File: src/rtl/flb_pkg.sv
package flb_pkg;

    parameter int unsigned FLB_ADDR_W = 32;
    parameter int unsigned FLB_INSN_W = 32;

    typedef logic [FLB_ADDR_W-1:0] flb_addr_t;
    typedef logic [FLB_INSN_W-1:0] flb_insn_t;

    // One slot of the window, also used as the write bundle.
    typedef struct packed {
        logic      valid;
        flb_addr_t addr;
        flb_insn_t insn;
    } flb_entry_t;

    // Which source owns the single write port this cycle.
    typedef enum logic [1:0] {
        SRC_NONE = 2'd0,
        SRC_FILL = 2'd1,
        SRC_MISS = 2'd2
    } flb_src_e;

    // Slot index written 'steps' writes before the slot at 'ptr'.
    function automatic int unsigned ring_back(int unsigned ptr,
                                              int unsigned steps,
                                              int unsigned depth);
        return (ptr + depth - steps) % depth;
    endfunction

endpackage

File: src/rtl/flb_insert_sel.sv
module flb_insert_sel
    import flb_pkg::*;
(
    input  logic       flush,
    input  logic       fill_valid,
    input  flb_addr_t  fill_addr,
    input  flb_insn_t  fill_insn,
    input  logic       rsp_valid,
    input  flb_insn_t  rsp_insn,
    input  logic       pend_valid,
    input  flb_addr_t  pend_addr,
    output flb_entry_t wr,
    output flb_src_e   src
);

    // Memory response outranks a sequential fill; flush suppresses both.
    always_comb begin
        wr  = '0;
        src = SRC_NONE;
        if (!flush) begin
            if (rsp_valid && pend_valid) begin
                wr.valid = 1'b1;
                wr.addr  = pend_addr;
                wr.insn  = rsp_insn;
                src      = SRC_MISS;
            end else if (fill_valid) begin
                wr.valid = 1'b1;
                wr.addr  = fill_addr;
                wr.insn  = fill_insn;
                src      = SRC_FILL;
            end
        end
    end

endmodule

File: src/rtl/flb_store.sv
module flb_store
    import flb_pkg::*;
#(
    parameter int unsigned DEPTH = 8,
    localparam int unsigned PTR_W = (DEPTH > 1) ? $clog2(DEPTH) : 1
) (
    input  logic             clk,
    input  logic             rst,
    input  logic             flush,
    input  flb_entry_t       wr,
    output flb_entry_t       ent_q [DEPTH],
    output logic [PTR_W-1:0] wr_ptr
);

    localparam logic [PTR_W-1:0] LAST = PTR_W'(DEPTH - 1);

    // Circular write pointer: the slot after the newest entry is the oldest.
    always_ff @(posedge clk) begin
        if (rst || flush) begin
            wr_ptr <= '0;
        end else if (wr.valid) begin
            wr_ptr <= (wr_ptr == LAST) ? '0 : wr_ptr + PTR_W'(1);
        end
    end

    for (genvar g = 0; g < DEPTH; g++) begin : g_slot
        always_ff @(posedge clk) begin
            if (rst) begin
                ent_q[g] <= '0;
            end else if (flush) begin
                ent_q[g].valid <= 1'b0;
            end else if (wr.valid && (wr_ptr == PTR_W'(g))) begin
                ent_q[g] <= wr;
            end
        end
    end

endmodule

File: src/rtl/flb_match.sv
module flb_match
    import flb_pkg::*;
#(
    parameter int unsigned DEPTH = 8,
    localparam int unsigned PTR_W = (DEPTH > 1) ? $clog2(DEPTH) : 1
) (
    input  flb_entry_t       ent_q [DEPTH],
    input  logic [PTR_W-1:0] wr_ptr,
    input  flb_entry_t       wr,
    input  logic             flush,
    input  logic             probe_valid,
    input  flb_addr_t        probe_addr,
    output logic             hit,
    output flb_insn_t        hit_insn
);

    logic [DEPTH-1:0] tag_hit;
    logic             bypass;
    logic             found;
    flb_insn_t        found_insn;

    for (genvar g = 0; g < DEPTH; g++) begin : g_cmp
        assign tag_hit[g] = ent_q[g].valid && (ent_q[g].addr == probe_addr);
    end

    // Same-cycle write is the newest copy of its address.
    assign bypass = wr.valid && (wr.addr == probe_addr);

    // Walk from the newest slot backwards; first match wins.
    always_comb begin
        int unsigned idx;
        found      = 1'b0;
        found_insn = '0;
        for (int unsigned k = 1; k <= DEPTH; k++) begin
            idx = ring_back(int'(wr_ptr), k, DEPTH);
            if (!found && tag_hit[idx]) begin
                found      = 1'b1;
                found_insn = ent_q[idx].insn;
            end
        end
    end

    assign hit      = probe_valid && !flush && (bypass || found);
    assign hit_insn = bypass ? wr.insn : found_insn;

endmodule

File: src/rtl/flb_miss_track.sv
module flb_miss_track
    import flb_pkg::*;
(
    input  logic      clk,
    input  logic      rst,
    input  logic      miss,
    input  flb_addr_t miss_addr,
    input  flb_src_e  src,
    output logic      pend_valid,
    output flb_addr_t pend_addr
);

    // A new miss replaces the outstanding one; a consumed response clears it.
    always_ff @(posedge clk) begin
        if (rst) begin
            pend_valid <= 1'b0;
            pend_addr  <= '0;
        end else if (miss) begin
            pend_valid <= 1'b1;
            pend_addr  <= miss_addr;
        end else if (src == SRC_MISS) begin
            pend_valid <= 1'b0;
        end
    end

endmodule

File: src/rtl/fetch_loop_buf.sv
module fetch_loop_buf
    import flb_pkg::*;
#(
    parameter int unsigned DEPTH = 8,
    localparam int unsigned PTR_W = (DEPTH > 1) ? $clog2(DEPTH) : 1
) (
    input  logic                  clk,
    input  logic                  rst,
    input  logic                  flush,
    input  logic                  fill_valid,
    input  logic [FLB_ADDR_W-1:0] fill_addr,
    input  logic [FLB_INSN_W-1:0] fill_insn,
    input  logic                  redir_valid,
    input  logic [FLB_ADDR_W-1:0] redir_addr,
    output logic                  hit_valid,
    output logic [FLB_INSN_W-1:0] hit_insn,
    output logic                  mem_req,
    output logic [FLB_ADDR_W-1:0] mem_addr,
    input  logic                  mem_rsp_valid,
    input  logic [FLB_INSN_W-1:0] mem_rsp_insn
);

    flb_entry_t       wr;
    flb_src_e         src;
    flb_entry_t       ent_q [DEPTH];
    logic [PTR_W-1:0] wr_ptr;
    logic             pend_valid;
    flb_addr_t        pend_addr;
    logic             hit;
    logic             miss;

    flb_insert_sel u_sel (
        .flush      (flush),
        .fill_valid (fill_valid),
        .fill_addr  (fill_addr),
        .fill_insn  (fill_insn),
        .rsp_valid  (mem_rsp_valid),
        .rsp_insn   (mem_rsp_insn),
        .pend_valid (pend_valid),
        .pend_addr  (pend_addr),
        .wr         (wr),
        .src        (src)
    );

    flb_store #(.DEPTH(DEPTH)) u_store (
        .clk    (clk),
        .rst    (rst),
        .flush  (flush),
        .wr     (wr),
        .ent_q  (ent_q),
        .wr_ptr (wr_ptr)
    );

    flb_match #(.DEPTH(DEPTH)) u_match (
        .ent_q       (ent_q),
        .wr_ptr      (wr_ptr),
        .wr          (wr),
        .flush       (flush),
        .probe_valid (redir_valid),
        .probe_addr  (redir_addr),
        .hit         (hit),
        .hit_insn    (hit_insn)
    );

    assign miss = redir_valid && !hit;

    flb_miss_track u_miss (
        .clk        (clk),
        .rst        (rst),
        .miss       (miss),
        .miss_addr  (redir_addr),
        .src        (src),
        .pend_valid (pend_valid),
        .pend_addr  (pend_addr)
    );

    assign hit_valid = hit;
    assign mem_req   = miss;
    assign mem_addr  = redir_addr;

endmodule

File: config.mk
export PLATFORM = sky130hd
export DESIGN_NAME = fetch_loop_buf
export DESIGN_NICKNAME = d
export VERILOG_FILES = /design/src/rtl/flb_pkg.sv /design/src/rtl/flb_insert_sel.sv /design/src/rtl/flb_store.sv /design/src/rtl/flb_match.sv /design/src/rtl/flb_miss_track.sv /design/src/rtl/fetch_loop_buf.sv
export SDC_FILE = /design/constraint.sdc
export NUM_CORES = 2
export LEC_CHECK = 0
export ABC_AREA = 1
export BUFFER_PORTS_ARGS = -buffer_cell sky130_fd_sc_hd__buf_2
export CAP_MARGIN = 25
export CORE_MARGIN = 5
export CORE_UTILIZATION = 25
export DETAILED_ROUTE_END_ITERATION = 12
export GPL_TIMING_DRIVEN = 0
export PLACE_DENSITY_LB_ADDON = 0.08
export SLEW_MARGIN = 15
export SYNTH_ARGS = -nofsm -noshare
export SYNTH_HDL_FRONTEND = slang
export SYNTH_SLANG_ARGS = --single-unit
File: constraint.sdc
create_clock -name clk -period 4.8 [get_ports clk]
set_input_delay 0.24 -clock clk [delete_from_list [all_inputs] [get_ports clk]]
set_output_delay 0.24 -clock clk [all_outputs]
set_load 0.005 [all_outputs]
==> results.yml <==
outcome:
  outcome: "complete, no violations"
synthesis:
  async_flop_share_pct: 0
  yosysWarnings: 0
  postSynthAreaPerCell_um2: 5.75
  synth_fp_nets: 7037
  mappedNetlistArea_um2: 39700
  synth-edff-count: 0
  synthFlopType: "dfxtp_1"
  synthDistinctLibCells: 43
  synth.ff_latch_count: 556
  synthCells: 6896
  ys_seq_area_share_pct: 28.0
detailed_routing:
  drt_first_iter_violations: 4571
  via_count: 47400
  drt_pass1_iterations: 6
  detail_route.wl_per_cell_um: 28.1
  postRouteAntennaNets: 0
  remaining_drc_errors: 0
  route.detailed.vias_per_inst: 5.07
  postRouteWirelength_um: 263000
pwr:
  power_switching_share_pct: 33.4
  netSwitchingPower_mw: 4.32
  seq_power_share_pct: 36.9
  cell_internal_pwr_mw: 8.61
  combinationalPowerShare_pct: 19.1
  peakVddDrop_v: 0.000218
  power_leakage_nw: 20.5
  clkPwrFrac_pct: 44.0
  total_power_mw: 12.9
  pwr_density_cell_nw_per_um2: 275
cts:
  path_clk_slew_ns: 0.06
  htree_num_levels: 3
  cts-buffers-inserted: 71
  clock-root-buffer: "clkbuf_16"
  tritoncts: "done"
  cts-root-to-sink-buffers: 3
  worstSkewPairLatency_ns: 0.65
  clock_sink_count: 556
sta:
  setup_slack_ns: 0.0529
  maxSlewHeadroom_pct: 21.0
  clk_skew_ns: 0.0186
  final_period_minus_worst_setup_slack_ns: 4.75
  totalNegativeSetupSlack_ns: 0
  period_share_pct: 98.9
  report.final.setup_viol: 0
  report.final.hold_viol_count: 0
  fmaxAchievable_mhz: 211
  worst_pin_slew_ns: 1.18
  timing.final.max_slew_violations: 0
  rsz0062_at_grt: "true"
  worst_hold_slack_ns: 0.0314
global_routing:
  grt_antenna_before_repair: 15
  first_global_vias: 45000
  largest_net_degree_at_the_start_of_global_routing: 13
  grt_pass1_wl_um: 355000
  grt_use_total_pct: 30.0
  grt_overflow_total: 0
placement:
  gp_congestion: 0.973
  pre_cts_setup_slack_ns: -1.70
  place.detailed.instances: 9182
  place_hpwl_um: 208000
  number_of_buffer_cells_added_on_primary_ports: 186
setup_path:
  critical_path_peak_fanout: 10
  setup.worst_path.class: "reg -> out"
  worst_ep_arrival_time_ns: 4.51
  critical_path.startpoint_type: "flop"
  crit_end_category: "output port"
  critical_path_required_ns: 4.56
finish:
  stdcell_count: 9351
  finalNetCount: 7360
  flow.area_growth_from_synthesis_pct: 18.5
  drive_gt1_share_pct: 9.15
worst_hold_path:
  holdCritPathClass: "in -> reg"
floorplanning:
  core.rowCount: 146
  ioPinCount: 200
  chipWidth_um: 408
  die-area_um2: 167000
  die_y_um: 408
  initial_cell_density_of_the_core_pct: 25.1
  core-area_um2: 158000
job:
  max_cap_viol_count: 0
-- registers in the layout, summed over array words and instances (netlist names) --
name,cells
u_miss.pend_addr,32
u_store.ent_q,520
u_store.wr_ptr,3
u_miss.pend_valid,1
-- final cells by class --
type | count | area (um2)
fill | 18100 | 111000
multi-input combinational | 4984 | 23500
sequential | 556 | 11100
inverter | 881 | 3350
tap | 2072 | 2590
buffer | 474 | 2370
clock buffer | 103 | 2100
timing repair buffer | 251 | 1710
clock inverter | 21 | 268
antenna | 9 | 22.5
-- worst paths after layout --
path	start	to	slack [ns]	depth (start not counted)
worst max-delay path	u_miss.pend_valid	hit_insn[18]	0.05	18
worst min-delay path	redir_addr[26]	u_miss.pend_addr[26]	0.03	3
worst max register to register	u_miss.pend_valid	u_store.ent_q[340]	0.17	11
worst min register to register	u_store.ent_q[438]	u_store.ent_q[438]	0.46	2
-- repair_timing --
item,CTS,global route
resized for setup,112,101
setup endpoints to repair,143,33
pin swaps,7,4
setup buffers,20,9
hold buffers,6,0
endpoints found under the hold margin,6,0
-- Yosys cell counts (8+ instances only) --
library cell / count / area [um2]
a21oi_1: 573 / 2870
a22o_1: 34 / 298
a22oi_1: 8 / 60.1
buf_1: 46 / 173
buf_2: 43 / 215
buf_4: 61 / 458
buf_6: 13 / 146
clkbuf_1: 311 / 1170
dfxtp_1: 556 / 11100
inv_1: 853 / 3200
inv_2: 25 / 93.8
mux2i_1: 131 / 1310
nand2_1: 2204 / 8270
nand2_2: 12 / 75.1
nand3_1: 210 / 1050
nand3b_1: 11 / 82.6
nand4_1: 73 / 457
nor2_1: 441 / 1660
nor3_1: 12 / 60.1
o21ai_0: 1125 / 5630
o21ai_1: 24 / 120
o21ai_2: 12 / 105
xnor2_1: 43 / 377
xor2_1: 14 / 123
-- stage by stage --
stage / cell area [um2] / utilization, %
2_1_floorplan: 39700 / -
3_3_place_gp: 43200 / 27.3
3_5_place_dp: 43700 / 27.6
4_1_cts: 46600 / 29.5
5_1_grt: 47000 / 29.7
6_report: 47000 / 29.7
-- critical path, stage by stage, from the launching register on --
cell      delay (ns)
dfxtp_1         0.36
nand2_1         0.16
inv_1           0.12
nor2_8          0.20
buf_4           0.43
nand2_1         0.14
o21ai_2         0.25
buf_8           0.23
xor2_1          0.16
nor2_1          0.08
nand3_1         0.13
nor2_4          0.05
buf_12          0.14
inv_1           0.09
buf_2           0.35
clkbuf_2        0.36
nor2_1          0.13
a21oi_4         0.25
buf_2           0.16
-- logic make-up (layout without fill, tap and decap cells) --
| kind of cell | count (synthesis) | in the layout | share of synthesized area (%) |
|---|---|---|---|
| simple gates | 2995 | 2995 | 30.1 |
| compound gates | 1792 | 1792 | 23.2 |
| buf+inv | 1356 | 1730 | 13.8 |
| flops | 556 | 556 | 28.0 |
| mux | 131 | 131 | 3.30 |
| xor+xnor | 59 | 59 | 1.34 |
| fa+ha+maj | 7 | 7 | 0.221 |
| other cells | 0 | 9 | 0 |
-- cell usage in the layout, fill, tap and decap left out, types with 6 or more instances in the layout --
cell,count
nor2_2,6
dfxtp_1,555
o21ai_0,1119
o22ai_1,7
nand2_2,18
xnor2_1,39
nand2_1,2198
nor2_1,431
dlygate4sd3_1,6
o21ai_1,17
a21oi_1,565
buf_8,26
clkbuf_1,268
diode_2,9
nand4_1,73
clkbuf_4,17
mux2i_1,131
clkbuf_8,20
and2_1,6
clkinv_2,11
clkbuf_16,73
buf_4,97
inv_1,843
o21ai_4,15
nand3_1,209
a22o_1,34
xor2_1,14
buf_6,18
nor2_4,9
a22oi_1,7
clkinvlp_4,11
buf_1,38
nor3_1,12
buf_2,215
nand3b_1,11
inv_2,24
clkbuf_2,44
o21ai_2,10
-- power groups by stage --
stage,sequential [mW],clock [mW],combinational (mW)
5_1_grt,4.79,5.92,2.60
3_3_place_gp,4.87,0,2.30
4_1_cts,4.77,5.77,2.39
3_5_place_dp,4.88,0,2.35
6_report,4.78,5.68,2.47
2_1_floorplan,4.86,0,1.23
-- per-layer routing --
metal | up-vias | GRT usage, % | part of all wire [%]
li1 | 22600 | - | -
met1 | 22400 | 38.2 | 42
met2 | 1918 | 49.2 | 45
met3 | 481 | 4.62 | 6.7
met4 | 2 | 15.2 | 6.0
met5 | - | 0 | 0.0050
No activity file was read; power rests on OpenSTA's default activity.
